**config.mk**
```make
export PLATFORM = sky130hd
export DESIGN_NAME = line_task_seq
export DESIGN_NICKNAME = d
export VERILOG_FILES = /design/src/rtl/lts_pkg.sv /design/src/rtl/lts_sync_fall.sv /design/src/rtl/lts_task_store.sv /design/src/rtl/line_task_seq.sv
export SDC_FILE = /design/constraint.sdc
export NUM_CORES = 1
export LEC_CHECK = 0
export BUFFER_PORTS_ARGS = -buffer_cell sky130_fd_sc_hd__buf_2
export CAP_MARGIN = 0
export CORE_MARGIN = 2
export CORE_UTILIZATION = 45
export CTS_CLUSTER_SIZE = 28
export DETAILED_ROUTE_END_ITERATION = 16
export GPL_TIMING_DRIVEN = 0
export PLACE_DENSITY_LB_ADDON = 0.08
export REMOVE_ABC_BUFFERS = 1
export SETUP_SLACK_MARGIN = 0.1
export SKIP_CTS_REPAIR_TIMING = 1
export SLEW_MARGIN = 5
export SYNTH_ARGS = -nofsm -noshare
export SYNTH_HDL_FRONTEND = slang
export SYNTH_SLANG_ARGS = --single-unit
export TNS_END_PERCENT = 100
```
**constraint.sdc**
```tcl
create_clock -name clk_i -period 5.47 [get_ports clk_i]
set_clock_uncertainty 0.05 [all_clocks]
set_input_delay 0.547 -clock clk_i [delete_from_list [all_inputs] [get_ports clk_i]]
set_output_delay 0.547 -clock clk_i [all_outputs]
set_load 0.03 [all_outputs]
```
**src/rtl/lts_pkg.sv**
```systemverilog
package lts_pkg;
  typedef struct packed {
    logic [7:0] a;
    logic [7:0] b;
  } port_pair_t;
endpackage

```
**src/rtl/lts_sync_fall.sv**
```systemverilog
module lts_sync_fall #(
  parameter int STAGES = 2
) (
  input  logic clk_i,
  input  logic rst_ni,
  input  logic async_ni,
  output logic fall_o
);
  // sh[STAGES-1] is the last sync stage, sh[STAGES] its delayed copy
  logic [STAGES:0] sh_q;

  always_ff @(posedge clk_i or negedge rst_ni) begin
    if (!rst_ni) sh_q <= '1;
    else         sh_q <= {sh_q[STAGES-1:0], async_ni};
  end

  assign fall_o = sh_q[STAGES] & ~sh_q[STAGES-1];

  a_r2_single_pulse: assert property (@(posedge clk_i) disable iff (!rst_ni)
    fall_o |=> !fall_o);
endmodule

```
**src/rtl/lts_task_store.sv**
```systemverilog
module lts_task_store
  import lts_pkg::*;
#(
  parameter int LINE_W = 10,
  parameter int DEPTH  = 16,
  localparam int IDX_W = $clog2(DEPTH + 1),
  localparam int A_W   = $clog2(DEPTH)
) (
  input  logic              clk_i,
  input  logic              rst_ni,
  input  logic              wr_bank_i,
  input  logic              clr_i,
  input  logic              wr_en_i,
  input  logic [LINE_W-1:0] wr_line_i,
  input  port_pair_t        wr_data_i,
  input  logic              rd_bank_i,
  input  logic [A_W-1:0]    rd_idx_i,
  output logic [LINE_W-1:0] rd_line_o,
  output port_pair_t        rd_data_o,
  output logic [IDX_W-1:0]  rd_cnt_o
);
  logic [LINE_W-1:0] bank_line [2];
  port_pair_t        bank_data [2];
  logic [IDX_W-1:0]  bank_cnt  [2];

  for (genvar b = 0; b < 2; b++) begin : g_bank
    logic [LINE_W-1:0] line_mem [DEPTH];
    port_pair_t        data_mem [DEPTH];
    logic [IDX_W-1:0]  cnt_q;
    logic              sel, room;

    assign sel  = (wr_bank_i == 1'(b));
    assign room = (cnt_q < IDX_W'(DEPTH));

    always_ff @(posedge clk_i or negedge rst_ni) begin
      if (!rst_ni)                         cnt_q <= '0;
      else if (sel && clr_i)               cnt_q <= '0;
      else if (sel && wr_en_i && room)     cnt_q <= cnt_q + 1'b1;
    end

    always_ff @(posedge clk_i) begin
      if (sel && wr_en_i && !clr_i && room) begin
        line_mem[cnt_q[A_W-1:0]] <= wr_line_i;
        data_mem[cnt_q[A_W-1:0]] <= wr_data_i;
      end
    end

    assign bank_line[b] = line_mem[rd_idx_i];
    assign bank_data[b] = data_mem[rd_idx_i];
    assign bank_cnt[b]  = cnt_q;

    a_r10_cnt_bound: assert property (@(posedge clk_i) disable iff (!rst_ni)
      cnt_q <= IDX_W'(DEPTH));
  end

  assign rd_line_o = bank_line[rd_bank_i];
  assign rd_data_o = bank_data[rd_bank_i];
  assign rd_cnt_o  = bank_cnt[rd_bank_i];
endmodule

```
**src/rtl/line_task_seq.sv**
```systemverilog
module line_task_seq
  import lts_pkg::*;
#(
  parameter int LINE_W      = 10,
  parameter int DEPTH       = 16,
  parameter int SYNC_STAGES = 2,
  localparam int IDX_W = $clog2(DEPTH + 1),
  localparam int A_W   = $clog2(DEPTH)
) (
  input  logic              clk_i,
  input  logic              rst_ni,
  input  logic              hsync_ni,
  input  logic              vsync_ni,
  input  logic              field1_i,
  input  logic              list_start_i,
  input  logic [7:0]        init_a_i,
  input  logic [7:0]        init_b_i,
  input  logic              rec_wr_i,
  input  logic [LINE_W-1:0] rec_line_i,
  input  logic [7:0]        rec_a_i,
  input  logic [7:0]        rec_b_i,
  input  logic              list_end_i,
  output logic [7:0]        port_a_o,
  output logic [7:0]        port_b_o,
  output logic [LINE_W-1:0] line_o
);
  logic              hs_fall, vs_fall, frame_start, match;
  logic              act_q, pend_q, held_v_q, shadow;
  logic [IDX_W-1:0]  ptr_q, rd_cnt;
  logic [LINE_W-1:0] line_q, rd_line;
  port_pair_t        held_q, port_q, rd_data;
  port_pair_t        init_q [2];

  lts_sync_fall #(.STAGES(SYNC_STAGES)) u_hs (
    .clk_i(clk_i), .rst_ni(rst_ni), .async_ni(hsync_ni), .fall_o(hs_fall));
  lts_sync_fall #(.STAGES(SYNC_STAGES)) u_vs (
    .clk_i(clk_i), .rst_ni(rst_ni), .async_ni(vsync_ni), .fall_o(vs_fall));

  assign shadow = ~act_q;

  lts_task_store #(.LINE_W(LINE_W), .DEPTH(DEPTH)) u_store (
    .clk_i    (clk_i),
    .rst_ni   (rst_ni),
    .wr_bank_i(shadow),
    .clr_i    (list_start_i),
    .wr_en_i  (rec_wr_i),
    .wr_line_i(rec_line_i),
    .wr_data_i({rec_a_i, rec_b_i}),
    .rd_bank_i(act_q),
    .rd_idx_i (ptr_q[A_W-1:0]),
    .rd_line_o(rd_line),
    .rd_data_o(rd_data),
    .rd_cnt_o (rd_cnt)
  );

  assign frame_start = vs_fall & field1_i;
  assign match       = hs_fall && (ptr_q < rd_cnt) && (rd_line == line_q);

  always_ff @(posedge clk_i or negedge rst_ni) begin
    if (!rst_ni) begin
      act_q    <= 1'b0;
      pend_q   <= 1'b0;
      ptr_q    <= '0;
      line_q   <= '0;
      held_v_q <= 1'b0;
      held_q   <= '0;
      port_q   <= '0;
      init_q[0] <= '0;
      init_q[1] <= '0;
    end else begin
      if (list_start_i) begin
        init_q[shadow] <= {init_a_i, init_b_i};
        pend_q         <= 1'b0;
      end else if (list_end_i) begin
        pend_q <= 1'b1;
      end
      if (vs_fall) begin
        line_q   <= LINE_W'(1);
        ptr_q    <= '0;
        held_v_q <= 1'b0;
        if (frame_start && pend_q) begin
          act_q  <= ~act_q;
          pend_q <= 1'b0;
          port_q <= init_q[shadow];
        end
      end else if (hs_fall) begin
        line_q   <= line_q + 1'b1;
        if (held_v_q) port_q <= held_q;
        held_v_q <= match;
        if (match) begin
          held_q <= rd_data;
          ptr_q  <= ptr_q + 1'b1;
        end
      end
    end
  end

  assign port_a_o = port_q.a;
  assign port_b_o = port_q.b;
  assign line_o   = line_q;

  a_r2_line_step: assert property (@(posedge clk_i) disable iff (!rst_ni)
    hs_fall && !vs_fall |=> line_o == LINE_W'($past(line_o) + 1'b1));
  a_r3_line_restart: assert property (@(posedge clk_i) disable iff (!rst_ni)
    vs_fall |=> line_o == LINE_W'(1) && !held_v_q);
  a_r4_port_hold: assert property (@(posedge clk_i) disable iff (!rst_ni)
    !hs_fall && !vs_fall |=> $stable(port_a_o) && $stable(port_b_o));
  a_r6_ptr_bound: assert property (@(posedge clk_i) disable iff (!rst_ni)
    ptr_q <= rd_cnt);
  a_r8_swap: assert property (@(posedge clk_i) disable iff (!rst_ni)
    vs_fall && field1_i && pend_q |=> !pend_q && act_q != $past(act_q));
  a_r9_no_swap: assert property (@(posedge clk_i) disable iff (!rst_ni)
    vs_fall && !field1_i |=> $stable(act_q));
endmodule

```
==> impl_metrics.tcl, run 1 <==
set metrics [dict create \
    worst_hold_path.endpoint "init_q[12]" \
    yosys.area.top_type "edfxtp_1" \
    period_share_pct 87.8 \
    die_h_um 289 \
    ioPinCount 76 \
    max-clock-path-buffers 3 \
    powerDensity_nw_per_um2 371 \
    slew_headroom_pct 17.2 \
    drc_errors 0 \
    route.vias.total 18300 \
    grt_pass1_vias 18600 \
    cts_max_level 3 \
    die_w_um 289 \
    synth_cell_types 64 \
    drive_gt1_share_pct 31.8 \
    wirelength_um 94000 \
    path_max_fanout 38 \
    max_freq_mhz 208 \
    track_usage_pct 23.0 \
    critical_path_required_ns 5.94 \
    n_fill_cell 6287 \
    synthFlopType "edfxtp_1" \
    synth_edf_count 832 \
    min_period_ns 4.80 \
    synth_cells 1752 \
    regToRegSetupSlack_ns 0.67 \
    core_um2 80400 \
    syn2layout_area_growth_pct 16.8 \
    dp_hpwl_um 59100 \
    rsz0062_at_grt "false" \
    port_buffers 75 \
    end_kind "register" \
    num_rows 104 \
    rr_worst_depth 10 \
    ir_worst_vdd_v 0.000218 \
    overflow 0 \
    cts_buffers 99 \
    seq_area_frac_synth_pct 75.1 \
    clock_latency_ns 0.65 \
    hold_class "input port to register" \
    first_pass_iters 5 \
    final_common_cell "edfxtp_1" \
    worst_pin_slew_ns 1.21 \
    power_mw 15.8 \
    cts_tree "done" \
    async_reset_ff_share_pct 10.5 \
    die_area_um2 83500 \
    worstHoldPathCells 2 \
    cts_sinks 930 \
    crit_type "register to register" \
    critPathLaunchType "register" \
    hold_slack_ns 0.0926 \
    worstPathArrival_ns 5.27 \
    status "finished, final reports clean" \
    ys_warn_count 0 \
    r2r_start "ptr_q[1]" \
    hold_viol 0 \
    antenna_found_initial 2 \
    clkTransAtPathRegs_ns 0.06 \
    synth.top_cell.area_share_pct 68.4 \
    fin_nets 1989 \
    grt_max_degree 60 \
    num_antenna_cells 0 \
    vias_per_cell 5.95 \
    place_congestion 0.761 \
    initial_core_util_pct 45.4 \
    ys_ff_latch 930 \
    wl_per_cell_um 30.6 \
    root_buffer "clkbuf_16" \
    cap_violations 0 \
    ant_nets 0 \
    mostFrequentLayoutCells "edfxtp_1 (832), mux4_2 (224), clkbuf_16 (99)" \
    grt_pass1_wl_um 134000 \
    p_leak_nw 13.8 \
    slew_violations 0 \
    syn-mean-instance-area_um2 20.9 \
    rr_endpoint "held_q[14]" \
    synthesis.area_um2 36500 \
    final-setup-viol-count 0 \
    worstHoldStart "init_a_i[4]" \
    dr.first_iter.drc_count 1849 \
    synthTopCellsByArea "edfxtp_1 (68%), mux4_2 (14%), dfrtp_1 (6.3%)" \
]
[registers in the layout (all words and copies together) (netlist names)]
name,flops
held_q,16
u_store.g_bank.line_mem,320
u_store.g_bank.cnt_q,10
pend_q,1
line_o,10
held_v_q,1
u_hs.sh_q,3
port_b_o,8
u_store.g_bank.data_mem,512
init_q,32
ptr_q,5
u_vs.sh_q,3
act_q,1
port_a_o,8
[through the flow]
stage,setup WS [ns],utilization (%),setup TNS [ns],area (µm²),std cells
5_1_grt,0.313,53.1,0,42700,3069
3_5_place_dp,0.430,49.3,0,39600,2881
2_1_floorplan,-4.35,-,-93.53,36100,1660
4_1_cts,0.405,53.0,0,42600,3066
6_report,0.668,53.1,0,42700,3069
3_3_place_gp,-11.09,47.0,-2635.58,37800,2795
[synth_stat cells (3+ instances only)]
master     instances
nor4_1             8
or3_1              5
dfstp_2            6
dfrtp_1           92
edfxtp_1         832
clkbuf_1          47
and2_1             5
inv_1              8
o21ai_0           23
a2111oi_0          4
buf_4              7
nor2_1            76
a21oi_1           31
a2bb2oi_1          3
nand2b_1          15
nor2b_1           16
a22o_1             3
nand3_1            5
buf_2             18
mux2i_1           55
and3_1             7
ha_1              14
a22oi_1           16
xor2_1            14
nor3_1            10
nor3b_1            3
buf_1             18
mux2_4             9
nand4_1           10
mux4_2           224
nand2_1           51
mux2_2            63
o31ai_1            3
xnor2_1            7
a211oi_1           3
[critical path: stages, from the launching register on]
cell       delay (ns)
dfrtp_4          0.65
buf_16           0.32
buf_12           0.27
mux4_2           0.36
a22oi_1          0.18
o21ai_0          0.16
or4_1            0.49
a2111oi_0        0.53
nor4b_2          0.64
nand2_4          0.51
mux2_4           0.43
[power by group]
part | total, mW | internal (mW) | leakage, nW | switching [mW]
Clock | 6.28 | 3.56 | 1.46 | 2.71
Combinational | 1.32 | 0.547 | 3.62 | 0.774
Sequential | 8.25 | 8.03 | 8.73 | 0.215
Total | 15.8 | 12.1 | 13.8 | 3.70
[per-layer routing]
metal | vias up | GRT usage (%) | wire length, µm
li1 | 7572 | - | -
met1 | 9999 | 34.4 | 42900
met2 | 553 | 35.6 | 44100
met5 | - | 0 | 13
met3 | 137 | 3.49 | 5120
met4 | 2 | 6.13 | 1950
[cell type report]
type / instances / area, µm² / area share, %
clock buffer: 126 / 2580 / 6.04
clock inverter: 59 / 424 / 0.994
inverter: 9 / 36.3 / 0.0850
multi-input combinational: 721 / 8900 / 20.9
sequential: 930 / 27500 / 64.3
tap: 1060 / 1330 / 3.11
timing repair buffer: 164 / 1960 / 4.58
[cell families after synthesis]
family	Yosys count	share of synthesized area, %
mux	352	17.7
fa+ha+maj	14	0.479
buf+inv	101	1.21
compound gates	110	1.99
simple gates	224	3.00
flops	930	75.1
xor+xnor	21	0.503
[worst max-delay path by stage]
stage | start | endpoint
floorplan | ptr_q[0] | ptr_q[0]
global placement | ptr_q[0] | held_q[11]
detailed placement | ptr_q[1] | held_q[6]
CTS | ptr_q[1] | held_q[0]
global route | ptr_q[1] | held_q[13]
finish | ptr_q[1] | held_q[14]
(Power assumes the default switching activity.)
==> run 2: changes to the inputs <==
==> constraint.sdc (replaced) <==
create_clock -name clk_i -period 5.08 [get_ports clk_i]
set_clock_uncertainty 0.05 [all_clocks]
set_input_delay 0.508 -clock clk_i [delete_from_list [all_inputs] [get_ports clk_i]]
set_output_delay 0.508 -clock clk_i [all_outputs]
set_load 0.03 [all_outputs]
==> impl_metrics.tcl, run 2 (same netlist as run 1, synthesis figures left out) <==
set metrics [dict create \
    overflow 0 \
    cts_tree "done" \
    critPathLaunchType "register" \
    port_buffers 75 \
    dp_slack_ns 0.0396 \
    clkTransAtPathRegs_ns 0.06 \
    path_max_fanout 38 \
    grt_max_degree 60 \
    fin_ws_ns 0.500 \
    fin_setup_tns_ns 0 \
    cts_buffers 99 \
    core_um2 80400 \
    dp_hpwl_um 59100 \
    place_inst 2881 \
    root_buffer "clkbuf_16" \
    status "finished, final reports clean" \
    final-setup-viol-count 0 \
    wl_per_cell_um 30.6 \
    die_w_um 289 \
    first_pass_iters 6 \
    finalNonFillerCells 3069 \
    cts_sinks 930 \
    die_h_um 289 \
    initial_core_util_pct 45.4 \
    num_rows 104 \
    max_freq_mhz 218 \
    hold_viol 0 \
    cap_violations 0 \
    crit_type "register to register" \
    die_area_um2 83500 \
    drc_errors 0 \
    hold_class "input port to register" \
    rsz0062_at_grt "false" \
    num_antenna_cells 0 \
    worstPathArrival_ns 5.05 \
    ant_nets 0 \
    syn2layout_area_growth_pct 16.9 \
    grt_pass1_vias 18600 \
    grt_pass1_wl_um 134000 \
    place_congestion 0.761 \
    period_share_pct 90.2 \
    final_common_cell "edfxtp_1" \
    powerDensity_nw_per_um2 400 \
    ir_worst_vdd_v 0.000234 \
    fin_nets 1989 \
    ioPinCount 76 \
    dr.first_iter.drc_count 1865 \
    min_period_ns 4.58 \
    clock_latency_ns 0.65 \
    p_leak_nw 13.8 \
    slew_violations 0 \
    slew_headroom_pct 16.3 \
    worst_pin_slew_ns 1.22 \
    critical_path_required_ns 5.55 \
    largest_reg_flops 512 \
    drive_gt1_share_pct 31.8 \
    power_mw 17.1 \
    vias_per_cell 5.93 \
    utilization_pct 53.1 \
    n_fill_cell 6284 \
    track_usage_pct 23.0 \
    antenna_found_initial 2 \
    mostFrequentLayoutCells "edfxtp_1 (832), mux4_2 (224), clkbuf_16 (99)" \
    wirelength_um 94000 \
    end_kind "register" \
    cts_max_level 3 \
    max-clock-path-buffers 3 \
    route.vias.total 18200 \
]
## run 2: worst max-delay path, stage by stage, from the launching register on
cell	delay [ns]
dfrtp_4	0.65
buf_16	0.32
buf_12	0.27
mux4_2	0.36
a22oi_1	0.19
o21ai_0	0.16
or4_1	0.49
a2111oi_0	0.55
nor4b_4	0.48
nand2_4	0.43
mux2_4	0.42
## run 2: metrics by stage
stage	area [µm²]	hold WS, ns
6_report	42700	0.0549
5_1_grt	42700	0.0364
4_1_cts	42600	-0.270
3_5_place_dp	39600	0.297
3_3_place_gp	37800	0.302
2_1_floorplan	36100	0.162
## run 2: power by group
group | switching (mW) | internal [mW]
sequential | 0.231 | 8.65
combinational | 0.837 | 0.590
clock | 2.92 | 3.84
## run 2: cell type report
class,instances,area [µm²],area share [%]
Timing Repair Buffer,164,1960,4.58
Tap cell,1060,1330,3.11
Multi-Input combinational cell,721,8910,20.9
Clock inverter,59,424,0.994
Inverter,9,36.3,0.0850
Clock buffer,126,2580,6.04
Sequential cell,930,27500,64.3
## run 2: worst paths after layout
kind | cells after the start | end | slack [ns] | startpoint
hold reg to reg | 0 | u_hs.sh_q[1] | 0.30 | u_hs.sh_q[0]
hold / removal | 2 | init_q[12] | 0.05 | init_a_i[4]
min in group asynchronous | 2 | held_v_q | 0.31 | rst_ni
setup / recovery | 10 | held_q[14] | 0.50 | ptr_q[1]
max in group asynchronous | 3 | port_b_o[7] | 3.92 | rst_ni
setup reg to reg | 10 | held_q[14] | 0.50 | ptr_q[1]
## run 2: routing by layer
metal	vias up	global-route usage [%]	part of all wire, %
li1	7573	-	-
met1	9927	34.4	45
met2	569	35.6	47
met3	135	3.49	5.8
met4	2	6.13	2.1
met5	-	0	0.014
